**config.mk**
```make
export PLATFORM = sky130hd
export DESIGN_NAME = burst_addr_gen
export DESIGN_NICKNAME = d
export VERILOG_FILES = /design/src/rtl/burst_addr_pkg.sv /design/src/rtl/burst_base_reg.sv /design/src/rtl/burst_beat_ctr.sv /design/src/rtl/burst_seq_map.sv /design/src/rtl/burst_addr_gen.sv
export SDC_FILE = /design/constraint.sdc
export NUM_CORES = 1
export LEC_CHECK = 0
export ABC_AREA = 1
export CORE_ASPECT_RATIO = 1.25
export CORE_MARGIN = 5
export CORE_UTILIZATION = 40
export DETAILED_ROUTE_END_ITERATION = 7
export MAX_ROUTING_LAYER = met4
export PLACE_DENSITY = 0.75
export SYNTH_ARGS = -nofsm -noshare
export SYNTH_HDL_FRONTEND = slang
export SYNTH_SLANG_ARGS = --single-unit
```
**constraint.sdc**
```tcl
create_clock -name clk -period 1.65 [get_ports clk]
set_input_delay 0.2475 -clock clk [delete_from_list [all_inputs] [get_ports clk]]
set_output_delay 0.2475 -clock clk [all_outputs]
set_load 0.02 [all_outputs]
```
**src/rtl/burst_addr_pkg.sv**
```systemverilog
package burst_addr_pkg;

   typedef enum logic {
      ORD_INTERLEAVE = 1'b0,
      ORD_LINEAR     = 1'b1
   } burst_order_e;

endpackage

```
**src/rtl/burst_base_reg.sv**
```systemverilog
module burst_base_reg
   import burst_addr_pkg::*;
#(
   parameter int ADDR_W = 18
) (
   input  logic              clk,
   input  logic              rst_n,
   input  logic              load_i,
   input  logic [ADDR_W-1:0] addr_i,
   input  burst_order_e      order_i,
   output logic [ADDR_W-1:0] base_q,
   output burst_order_e      order_q
);

   initial begin
      assert (ADDR_W >= 2) else $fatal(1, "burst_base_reg: ADDR_W too small");
   end

   always_ff @(posedge clk) begin
      if (!rst_n) begin
         base_q  <= '0;
         order_q <= ORD_INTERLEAVE;
      end else if (load_i) begin
         base_q  <= addr_i;
         order_q <= order_i;
      end
   end


   order_frozen_chk: assert property (@(posedge clk) disable iff (!rst_n)
      !load_i |=> $stable(order_q));

endmodule

```
**src/rtl/burst_beat_ctr.sv**
```systemverilog
module burst_beat_ctr #(
   parameter int BEAT_W = 2
) (
   input  logic              clk,
   input  logic              rst_n,
   input  logic              load_i,
   input  logic              advance_i,
   output logic [BEAT_W-1:0] beat_q
);

   initial begin
      assert (BEAT_W >= 1 && BEAT_W <= 8) else $fatal(1, "burst_beat_ctr: BEAT_W out of range");
   end

   always_ff @(posedge clk) begin
      if (!rst_n)         beat_q <= '0;
      else if (load_i)    beat_q <= '0;
      else if (advance_i) beat_q <= beat_q + 1'b1;
   end


   load_restart_chk: assert property (@(posedge clk) disable iff (!rst_n)
      (load_i && advance_i) |=> (beat_q == '0));


   beat_wrap_chk: assert property (@(posedge clk) disable iff (!rst_n)
      (!load_i && advance_i) |=> (beat_q == BEAT_W'($past(beat_q) + 1'b1)));

endmodule

```
**src/rtl/burst_seq_map.sv**
```systemverilog
module burst_seq_map
   import burst_addr_pkg::*;
#(
   parameter int BEAT_W    = 2,
   parameter bit LIN_ONLY  = 1'b0
) (
   input  logic [BEAT_W-1:0] start_i,
   input  logic [BEAT_W-1:0] beat_i,
   input  burst_order_e      order_i,
   output logic [BEAT_W-1:0] low_o
);

   logic [BEAT_W-1:0] lin_w;
   logic [BEAT_W-1:0] ilv_w;

   assign lin_w = start_i + beat_i;

   for (genvar b = 0; b < BEAT_W; b++) begin : g_ilv
      assign ilv_w[b] = start_i[b] ^ beat_i[b];
   end

   if (LIN_ONLY) begin : g_lin_only
      logic unused_ord;
      assign unused_ord = (order_i == ORD_LINEAR) ^ (|ilv_w);
      assign low_o = lin_w;
   end else begin : g_select
      always_comb begin
         if (order_i == ORD_LINEAR) low_o = lin_w;
         else                       low_o = ilv_w;
      end
   end

endmodule

```
**src/rtl/burst_addr_gen.sv**
```systemverilog
module burst_addr_gen
   import burst_addr_pkg::*;
#(
   parameter int ADDR_W = 18,
   parameter int BEAT_W = 2
) (
   input  logic              clk,
   input  logic              rst_n,
   input  logic              strobe_cpu_i,
   input  logic              strobe_ctl_i,
   input  logic              advance_i,
   input  logic              order_lin_i,
   input  logic [ADDR_W-1:0] addr_i,
   output logic [ADDR_W-1:0] addr_o
);

   localparam int UP_W = ADDR_W - BEAT_W;

   initial begin
      assert (ADDR_W > BEAT_W) else $fatal(1, "burst_addr_gen: ADDR_W must exceed BEAT_W");
   end

   logic              load_w;
   logic [ADDR_W-1:0] base_q;
   burst_order_e      order_q;
   burst_order_e      order_in;
   logic [BEAT_W-1:0] beat_q;
   logic [BEAT_W-1:0] low_w;

   assign load_w   = strobe_cpu_i | strobe_ctl_i;
   assign order_in = order_lin_i ? ORD_LINEAR : ORD_INTERLEAVE;

   burst_base_reg #(.ADDR_W(ADDR_W)) u_base (
      .clk(clk), .rst_n(rst_n), .load_i(load_w), .addr_i(addr_i),
      .order_i(order_in), .base_q(base_q), .order_q(order_q)
   );

   burst_beat_ctr #(.BEAT_W(BEAT_W)) u_beat (
      .clk(clk), .rst_n(rst_n), .load_i(load_w), .advance_i(advance_i),
      .beat_q(beat_q)
   );

   burst_seq_map #(.BEAT_W(BEAT_W), .LIN_ONLY(1'b0)) u_map (
      .start_i(base_q[BEAT_W-1:0]), .beat_i(beat_q), .order_i(order_q),
      .low_o(low_w)
   );

   assign addr_o = {base_q[ADDR_W-1:BEAT_W], low_w};


   reset_zero_chk: assert property (@(posedge clk)
      !rst_n |=> (addr_o == '0));


   load_take_chk: assert property (@(posedge clk) disable iff (!rst_n)
      load_w |=> (addr_o == $past(addr_i)));


   linear_step_chk: assert property (@(posedge clk) disable iff (!rst_n)
      (!load_w && advance_i && order_q == ORD_LINEAR) |=>
         (addr_o[BEAT_W-1:0] == BEAT_W'($past(addr_o[BEAT_W-1:0]) + 1'b1)));


   idle_hold_chk: assert property (@(posedge clk) disable iff (!rst_n)
      (!load_w && !advance_i) |=> $stable(addr_o));


   upper_fixed_chk: assert property (@(posedge clk) disable iff (!rst_n)
      !load_w |=> (addr_o[ADDR_W-1:BEAT_W] == $past(addr_o[ADDR_W-1:BEAT_W])));

   logic [UP_W-1:0] unused_up;
   assign unused_up = '0;

endmodule

```
=== Yosys cells after proc, flatten, opt, wreduce, memory -nomap -nowiden ===
Cells that the tools add are included.

* Register bits after elaboration: 21
* Input bits: 24
* Output and inout bits: 18
* Logic and storage cells: 12

* Add/sub/neg operators: 2
* Multiplexer cells: 2
* Bitwise logic cells: 4
* Reductions and logical operators: 1

{| class="wikitable"
|+ Operators with widths
! kind !! count
|-
| $add 2x1->2 const B || 1
|-
| $add 2x2->2 || 1
|-
| $mux 2 || 1
|-
| $reduce_or 2->1 || 1
|-
| $xor 1x1->1 || 2
|-
| $mux 1 || 1
|-
| $not 1->1 || 1
|-
| $or 1x1->1 || 1
|}

=== Depth between registers and ports, before layout ===
* Depth in word-level cells: 2
* Gate-level depth with buffers: 6
* Mapped depth without buffers: 6

=== Hierarchy ===
A second synthesis with hierarchy kept.

* Cell total of the unflattened synthesis: 151
* Area, all modules: 963.4 um^2

{| class="wikitable"
|+ By module, submodules not included
! module !! times used !! cells each !! area each (um^2)
|-
| burst_base_reg || 1 || 120 || 790.8
|-
| burst_beat_ctr || 1 || 15 || 101.3
|-
| burst_seq_map || 1 || 13 || 60.1
|-
| burst_addr_gen || 1 || 3 || 11.3
|}

=== Worst setup path before layout ===
No wires, ideal clock.

* Kind: register to output
* Start: register u_base.base_q[0]
* End: output addr_o[1]
* Arrival time: 822 ps
* Data required time: 1,402 ps
* Setup slack: 581 ps
* Cell stages (with the launch flop): 7
* Buffers on the path: 0
* Path through: dfxtp_1 > ha_1 > nand2_1 > inv_1 > nand3_1 > nand2_1 > inv_1

* Word-level cells in the longest chain between the ends: 2

{| class="wikitable"
|+ Ends and longest elaborated chain
! element !! line !! text
|-
| from (decl) || burst_base_reg.sv:11 || <nowiki>output logic [ADDR_W-1:0] base_q,</nowiki>
|-
| from (signal assigned) || burst_base_reg.sv:24 || <nowiki>base_q <= addr_i;</nowiki>
|-
| $add 2x2->2 || burst_seq_map.sv:16 || <nowiki>assign lin_w = start_i + beat_i;</nowiki>
|-
| $mux 2 || burst_seq_map.sv:28 || <nowiki>if (order_i == ORD_LINEAR) low_o = lin_w;</nowiki>
|-
| to (decl) || burst_addr_gen.sv:14 || <nowiki>output logic [ADDR_W-1:0] addr_o</nowiki>
|}

Every way passes these cells.

=== Final worst setup path ===
* Start: register u_base.base_q[10]
* End: output addr_o[10]

No word-level cell between the ends.

==> impl_metrics.py <==
metrics = {
    "clock_network": {
        "cts_sinks": 21,
        "htreeDepth": 1,
        "tritoncts": "yes",
        "cts_root_buf": "clkbuf_4",
        "cts_made_buffers": 3,
        "postCtsSetupBuffers": 0,
        "path_clk_slew_ns": 0.11,
        "clock_path_buffers": 2,
        "insertion_delay_ns": 0.30,
    },
    "sta": {
        "finalSetupViolations": 0,
        "relSlewSlack_pct": 82.7,
        "finalCriticalPeriod_ns": 1.53,
        "setup_tns_ns": 0,
        "max_freq_mhz": 653,
        "tightest_slew_ns": 0.259,
        "skew_ns": 0.000109,
        "hold_viol": 0,
        "rsz0062_at_grt": "false",
        "finalMaxSlewViolations": 0,
        "period_share_pct": 92.9,
    },
    "hold_path": {
        "hold_path_end": "u_base.base_q[15]",
        "hp-start": "u_base.base_q[15]",
        "min_path_cells": 2,
        "worstHoldPathType": "reg2reg",
    },
    "synth": {
        "syn-cell-area_um2": 1040,
        "synth_top_area_share_pct": 40.4,
        "syn_area_per_cell_um2": 8.33,
        "ys_warn_count": 0,
        "async_flop_share_pct": 0,
        "yosysUniqueCellTypes": 17,
        "synth_top_cell_by_area": "dfxtp_1",
        "ys_top_cells_by_area": "dfxtp_1 (40%), buf_4 (12%), nor3_2 (11%)",
        "seq_area_frac_synth_pct": 40.4,
        "synth_common_cells": "dfxtp_1 (21), nor2_1 (21), o21ai_0 (18)",
        "synth-seq-cells": 21,
        "synth_cells": 125,
        "syn-num-nets": 150,
        "synth_edf_count": 0,
        "ys.flop_type": "dfxtp_1",
    },
    "floorplan": {
        "row_count": 20,
        "ios": 42,
        "start_util_pct": 42.0,
        "die-height_um": 67.0,
        "die_w_um": 55.6,
        "core_area_um2": 2480,
        "die-area_um2": 3730,
    },
    "critical_path": {
        "r2r_start": "u_beat.beat_q[0]",
        "rrSetupSlack_ns": 0.86,
        "arrival_ns": 1.29,
        "path_buf_inv": 1,
        "path_cells": "clkdlybuf4s50_1",
        "worst_path_dominant_cell_family": "buffers and inverters",
        "worstPathRequired_ns": 1.40,
        "crit_fanout": 2,
        "critPathSlowestCell": "clkdlybuf4s50_1",
        "end_kind": "output port",
        "rr_endpoint": "u_beat.beat_q[1]",
        "crit_path_start_kind": "flip-flop",
        "critPathMaxStageDelay_ns": 0.62,
        "reg2regPathDepth": 5,
        "timing_worst_setup_path_type": "reg2out",
    },
    "placed_design": {
        "post-dp-hpwl_mm": 1.64,
        "place.gp.congestion": 0.731,
        "dpl.cell_count": 181,
        "io_buffers": 41,
    },
    "cells_and_area": {
        "diodes": 0,
        "n_fill_cell": 229,
        "multi_input_area_um2": 399,
        "nets": 178,
        "drive_gt1_share_pct": 14.5,
        "fin_cells": 185,
        "area_delta_synth_final_pct": 30.2,
        "seq_area_um2": 420,
    },
    "detailed_routing": {
        "final_antenna_net_count": 0,
        "drt_iter0_drc": 4,
        "wire_per_inst_um": 12.3,
        "dr.pass1.iters": 3,
        "drc": 0,
        "via_per_inst": 4.62,
        "vias": 854,
        "routed_wl_mm": 2.27,
    },
    "outcome": {
        "status": "complete, no violations",
    },
    "global_route": {
        "grt_first_pass_wirelength_mm": 3.70,
        "track_usage_pct": 12.9,
        "gr-usage-met1_pct": 13.6,
        "grt_pass1_vias": 820,
        "use_met2_pct": 22.3,
        "grt-ovfl-total": 0,
        "grt_max_degree": 21,
        "busiest_layer": "met2",
        "antenna_found_initial": 0,
        "grtUsageMet3_pct": 3.10,
    },
    "job": {
        "max_cap_viol_count": 0,
    },
    "pwr": {
        "ir_drop_mv": 0.473,
        "powerDensity_nw_per_um2": 777,
        "leakage_uw": 0.000561,
    },
}
## logic make-up after synthesis
family                     Yosys count  share of synthesized area, %
and+or+nand+nor                     55                          28.0
buffers and inverters               29                          21.3
AOI/OAI and AO/OA                   19                          9.13
DFF                                 21                          40.4
adders and majority gates            1                          1.20
## per-stage QoR
stage | setup slack, ns | instance area, um2 | utilization, % | hold WS, ns | total power [uW]
global route | 0.0428 | 1360 | 54.7 | 0.533 | 1120
global placement | 0.0554 | 1340 | 53.9 | 0.472 | 826
floorplan | 0.581 | 1040 | - | 0.393 | 742
finish | 0.117 | 1360 | 54.7 | 0.500 | 1050
CTS | 0.0169 | 1360 | 54.9 | 0.509 | 1070
detailed placement | 0.0217 | 1340 | 53.9 | 0.482 | 832
## how the worst max path moves through the flow
stage / startpoint / end / slack, ns / cells after the start
after floorplan: u_base.base_q[0] / addr_o[1] / 0.58 / 6
after global placement: u_base.base_q[0] / addr_o[1] / 0.06 / 7
after detailed placement: u_base.base_q[0] / addr_o[1] / 0.02 / 7
after CTS: u_base.base_q[0] / addr_o[1] / 0.02 / 7
after global routing: u_base.base_q[0] / addr_o[1] / 0.04 / 7
final: u_base.base_q[10] / addr_o[10] / 0.12 / 1
## cells in the final DEF (no fill, tap or decap), types with 2 or more instances in the layout
master | Yosys | routed
buf_4 | 17 | 6
nand3_1 | 2 | 2
clkdlybuf4s50_1 | 0 | 39
nor3_1 | 9 | 9
inv_1 | 5 | 5
o21ai_0 | 18 | 18
nor2_1 | 21 | 21
dfxtp_1 | 21 | 21
nor3_2 | 11 | 11
nand2_1 | 11 | 11
clkbuf_4 | 0 | 3
## repair_timing
| item | in CTS | in global routing |
|---|---|---|
| setup endpoints to repair | 2 | 1 |
| hold buffers | 0 | 0 |
| resized for setup | 4 | 1 |
## layer usage
metal,share of wire [%],routed length (um)
met1,43,976
met2,49,1110
met3,5.4,122
met4,2.4,55
met5,0,0
## worst min-delay path: stages (launching register included)
cell and delay [ns]:
dfxtp_1 0.34, nor3_1 0.05, nor2_1 0.08
## power by group
group          switching (uW)  leakage [uW]  internal, uW  total (uW)
registers                21.3      0.000175           541         563
clock network             144     0.0000150          94.2         238
logic                     119      0.000371           134         252
total                     284      0.000561           769        1050
## area by class of cell
cell class | count | area share [%]
clock buffer | 4 | 1.94
inverter | 5 | 1.39
multi-input combinational | 75 | 29.5
sequential | 21 | 31.0
timing repair buffer | 47 | 33.1
tap | 33 | 3.05
## flip-flops by register name, indices dropped and copies added (netlist names)
name            count
u_beat.beat_q       2
u_base.base_q      18
u_base.order_q      1
(Power assumes the default switching activity.)
